===== src/rtl/acc_shift_unit.sv =====
module acc_shift_unit #(
  parameter int ACC_W  = 40,
  parameter int WORD_W = 16
) (
  input  logic              clk,
  input  logic              rst_n,
  input  logic              op_valid,
  input  logic [15:0]       opcode,
  input  logic [WORD_W-1:0] aux_hi0,
  input  logic [WORD_W-1:0] aux_hi1,
  input  logic              acc_wr_en,
  input  logic              acc_wr_sel,
  input  logic [ACC_W-1:0]  acc_wr_data,
  output logic [ACC_W-1:0]  acc0,
  output logic [ACC_W-1:0]  acc1,
  output logic              flag_zero,
  output logic              flag_sign
);
  localparam int MID_LO = WORD_W;
  localparam int MID_HI = 2 * WORD_W - 1;
  localparam int MAG_W  = WORD_W + 1;
  localparam int SH_W   = $clog2(ACC_W + 1);

  logic [1:0] kind;
  logic exec, use_mid, arith, dst, neg, big;
  logic [WORD_W-1:0] cnt;
  logic [MAG_W-1:0]  mag;
  logic [SH_W-1:0]   amt;
  logic [ACC_W-1:0]  src_acc, res;

  assign kind    = opcode[11:10];
  assign exec    = op_valid && opcode[15:12] == 4'b0011 && opcode[7] && kind != 2'b00;
  assign use_mid = kind == 2'b11;
  assign arith   = kind == 2'b10 || (use_mid && opcode[9]);
  assign dst     = opcode[8];
  assign src_acc = dst ? acc1 : acc0;

  assign cnt = use_mid ? (dst ? acc0[MID_HI:MID_LO] : acc1[MID_HI:MID_LO])
                       : (opcode[9] ? aux_hi1 : aux_hi0);
  assign neg = cnt[WORD_W-1];
  assign mag = neg ? ((MAG_W'(1) << WORD_W) - {1'b0, cnt}) : {1'b0, cnt};
  assign big = mag >= MAG_W'(ACC_W);
  assign amt = mag[SH_W-1:0];

  always_comb begin
    if (cnt == '0)
      res = src_acc;
    else if (!neg)
      res = big ? '0 : src_acc << amt;
    else if (arith)
      res = big ? {ACC_W{src_acc[ACC_W-1]}} : ACC_W'($signed(src_acc) >>> amt);
    else
      res = big ? '0 : src_acc >> amt;
  end

  always_ff @(posedge clk or negedge rst_n) begin
    if (!rst_n) begin
      acc0      <= '0;
      acc1      <= '0;
      flag_zero <= 1'b1;
      flag_sign <= 1'b0;
    end else if (exec) begin
      if (dst) acc1 <= res;
      else     acc0 <= res;
      flag_zero <= res == '0;
      flag_sign <= res[ACC_W-1];
    end else if (acc_wr_en) begin
      if (acc_wr_sel) acc1 <= acc_wr_data;
      else            acc0 <= acc_wr_data;
    end
  end

  assert_idle_hold_R1: assert property (@(posedge clk) disable iff (!rst_n)
    !exec && !acc_wr_en |=> $stable(acc0) && $stable(acc1) && $stable(flag_zero) && $stable(flag_sign));

  assert_zero_count_R4: assert property (@(posedge clk) disable iff (!rst_n)
    exec && cnt == '0 |=> ($past(dst) ? acc1 : acc0) == $past(src_acc));

  assert_big_clear_R7: assert property (@(posedge clk) disable iff (!rst_n)
    exec && big && !(arith && neg) |=> ($past(dst) ? acc1 : acc0) == '0);

  assert_big_fill_R7: assert property (@(posedge clk) disable iff (!rst_n)
    exec && big && arith && neg |=> ($past(dst) ? acc1 : acc0) == {ACC_W{$past(src_acc[ACC_W-1])}});

  assert_flag_zero_R8: assert property (@(posedge clk) disable iff (!rst_n)
    exec |=> flag_zero == (($past(dst) ? acc1 : acc0) == '0));

  assert_flag_sign_R8: assert property (@(posedge clk) disable iff (!rst_n)
    exec |=> flag_sign == ($past(dst) ? acc1[ACC_W-1] : acc0[ACC_W-1]));

  assert_other_kept_R9: assert property (@(posedge clk) disable iff (!rst_n)
    exec |=> ($past(dst) ? acc0 == $past(acc0) : acc1 == $past(acc1)));

  assert_flags_quiet_R10: assert property (@(posedge clk) disable iff (!rst_n)
    !exec |=> $stable(flag_zero) && $stable(flag_sign));
endmodule


===== config.mk =====
export PLATFORM = sky130hd
export DESIGN_NAME = acc_shift_unit
export DESIGN_NICKNAME = d
export VERILOG_FILES = /design/src/rtl/acc_shift_unit.sv
export SDC_FILE = /design/constraint.sdc
export NUM_CORES = 1
export LEC_CHECK = 0
export BUFFER_PORTS_ARGS = -buffer_cell sky130_fd_sc_hd__buf_4
export CORE_ASPECT_RATIO = 1.1
export CORE_UTILIZATION = 35
export DETAILED_ROUTE_END_ITERATION = 7
export SLEW_MARGIN = 10
export SYNTH_ARGS = -nofsm -noshare
export SYNTH_HDL_FRONTEND = slang
export SYNTH_SLANG_ARGS = --single-unit

===== constraint.sdc =====
create_clock -name clk -period 6.6 [get_ports clk]
set_input_delay 1.32 -clock clk [delete_from_list [all_inputs] [get_ports clk]]
set_output_delay 1.32 -clock clk [all_outputs]
set_load 0.05 [all_outputs]

==> flow_summary.yaml <==
sta:
  finalCritPeriodShare_pct: 92.6
  setup_violations: 0
  fin_skew_ns: 0.00702
  maxSlewHeadroom_pct: 24.3
  slew_violations: 0
  finalCriticalPeriod_ns: 6.11
  finalHoldViolCount: 0
  fmax_mhz: 164
  worst_pin_slew_ns: 1.13
  fin_tns_setup_ns: 0
  rsz0062_at_grt: "no"
place:
  place_congestion: 1.03
  io_buffers: 167
  hpwl_um: 57500
floorplanning:
  pin_count: 175
  die_w_um: 180
  start_util_pct: 35.7
  std_cell_rows: 71
  dieArea_um2: 35700
  core_area_um2: 34300
  die_h_um: 198
worst_setup_path:
  cp-start-kind: "input pin"
  cp_max_fo: 11
  required_ns: 6.89
  arrival_ns: 6.40
  cp-end-kind: "register"
  crit_type: "input pin to register"
cts:
  numCtsBuffers: 9
  worstSkewPairLatency_ns: 0.35
  post-cts-setup-buffer-count: 0
  cts_htree_levels: 3
  postCtsHoldBufs: 0
  clkTransAtPathRegs_ns: 0.06
  cts_tree: "done"
  cts.sinks: 82
  cts-resized-gates: 0
  clockRootBuffer: "clkbuf_16"
  clockBufferDepth: 2
drt:
  ant_nets: 0
  route.detailed.drc: 0
  dr.pass1.iters: 5
  drt_iter0_markers: 1764
  routed_via_density: 6.54
  wl_um: 72600
  wl_per_cell_um: 31.3
  via_count: 15200
logic_synthesis:
  avgSynthCellArea_um2: 7.59
  yosys.area_share.simple_pct: 23.3
  post_synth_num_cell_types: 99
  synth_flop_cell: "dfrtp_1"
  synth_warnings: 0
  synth-compound-area-share_pct: 27.0
  seq_area_frac_synth_pct: 16.8
  synthArstFlopShare_pct: 100
  synth_top_family_by_area: "compound AO/OA/AOI/OAI gates"
  synth_nets: 1704
  synthMuxAreaShare_pct: 27.0
  ys_seq_elements: 82
  synth-edff-count: 0
  synthAdderAreaFrac_pct: 0.102
  syn_area_um2: 12200
  synthCells: 1610
  synth_xor_area_share_pct: 0.143
pwr:
  power_uw: 4510
  irDropWorstVdd_mv: 0.332
  leakagePower_uw: 0.00660
  p_per_area_nw_per_um2: 292
layout:
  final_cell_mix: "buf_4, nand2_1, nor2_1"
  syn2layout_area_growth_pct: 26.5
  final_nets: 1972
  layout_commonest_cell: "buf_4"
  drive_gt1_share_pct: 30.5
run_status:
  status: "complete, no violations"
grt:
  antenna_found_initial: 1
  grt_pass1_wl_um: 104000
  grt_util_all_layers_pct: 40.0
  grt_pass1_vias: 14600
  grt.overflow.total: 0
  grt_max_degree: 87
worst_hold_path:
  min_path_type: "register to register"
run:
  maxCapViolCount: 0
==> metrics by stage <==
step	instance area [um^2]	utilization, %	instances	worst slack (ns)	hold slack (ns)
after floorplan	12200	-	1610	0.237	0.678
after global placement	15100	44.2	2305	0.323	0.486
after detailed placement	15100	44.2	2305	0.308	0.488
after CTS	15500	45.1	2321	0.667	0.504
after global routing	15500	45.1	2321	0.342	0.549
final	15500	45.1	2322	0.488	0.500
==> cell families (layout without fill, tap and decap cells) <==
| group | after synthesis | count (layout) |
|---|---|---|
| compound gates | 482 | 482 |
| simple gates | 616 | 616 |
| flops | 82 | 82 |
| xor+xnor | 2 | 2 |
| buf+inv | 139 | 412 |
| other cells | 0 | 1 |
| mux | 288 | 288 |
| fa+ha+maj | 1 | 1 |
==> area by class of cell <==
type                    instances  area, um^2
fillers                      3550       18800
multi-input cells            1389        9530
inverters                       7        26.3
flip-flops and latches         82        2050
diodes                          1        2.50
well taps                     438         548
clock buffers                   9         225
clock inverters                 7        93.8
repair buffers                389        2980
==> worst max-delay path: stages <==
cell	delay (ns)
buf_4	0.13
nand2_2	0.18
mux2i_4	0.28
inv_2	0.05
ha_1	0.26
a21oi_1	0.07
o31ai_4	0.81
buf_4	0.34
mux4_2	0.59
a22o_1	0.21
a211o_1	0.30
o2bb2ai_1	0.22
o311ai_1	0.61
buf_4	0.24
a2111oi_0	0.07
buf_4	0.21
nand4b_1	0.16
nor4_1	0.09
a32o_1	0.23
==> power by group <==
part	total, uW	internal [uW]	switching [uW]
Combinational	3290	1160	2130
Sequential	684	578	106
Clock	540	330	210
==> state kept, by name, summed over array words and instances, names as in the netlist <==
register,flops
flag_sign,1
acc1,40
flag_zero,1
acc0,40
==> layer usage <==
| layer | share of wire, % | global-route usage, % | routed length, um |
|---|---|---|---|
| met2 | 43 | 61.3 | 31300 |
| met1 | 42 | 53.2 | 30100 |
| met4 | 4.7 | 18.1 | 3400 |
| met5 | 0 | 0 | 0 |
| met3 | 11 | 9.66 | 7730 |
==> final timing paths <==
path / startpoint / to / slack (ns) / depth (start not counted)
min in group asynchronous: rst_n / acc1[0] / 0.85 / 1
worst min register to register: acc1[2] / acc1[2] / 0.50 / 2
max in group asynchronous: rst_n / acc1[29] / 4.66 / 2
worst max-delay path: opcode[11] / flag_zero / 0.49 / 19
worst min-delay path: acc1[2] / acc1[2] / 0.50 / 2
worst max register to register: acc1[16] / flag_zero / 1.05 / 19
==> cells in the mapped netlist (6+ instances only) <==
library cell	count	area [um^2]
nand4_1	22	138
a21o_1	13	97.6
and2_1	6	37.5
clkbuf_1	61	229
o21a_1	15	113
buf_4	16	120
nor2_1	181	679
o211ai_1	27	203
and3_1	7	43.8
nor3_1	41	205
mux4_2	21	473
o2bb2ai_1	6	52.6
buf_2	36	180
o31ai_1	11	82.6
nor4b_1	6	52.6
buf_6	8	90.1
or2_2	9	56.3
dfrtp_1	81	2030
o2111ai_1	10	87.6
o221ai_1	6	52.6
buf_1	10	37.5
a2111oi_0	11	96.3
o22ai_1	23	144
nand3_1	38	190
nor4_1	13	81.3
or3_1	15	93.8
mux2_2	95	1070
nand2_1	239	897
a31oi_1	11	68.8
o21ai_1	9	45.0
a21oi_1	107	536
a221oi_1	15	131
a22oi_1	13	97.6
inv_1	7	26.3
a211oi_1	40	300
mux2i_1	165	1650
o21ai_0	87	435
No activity file was read; power rests on OpenSTA's default activity.
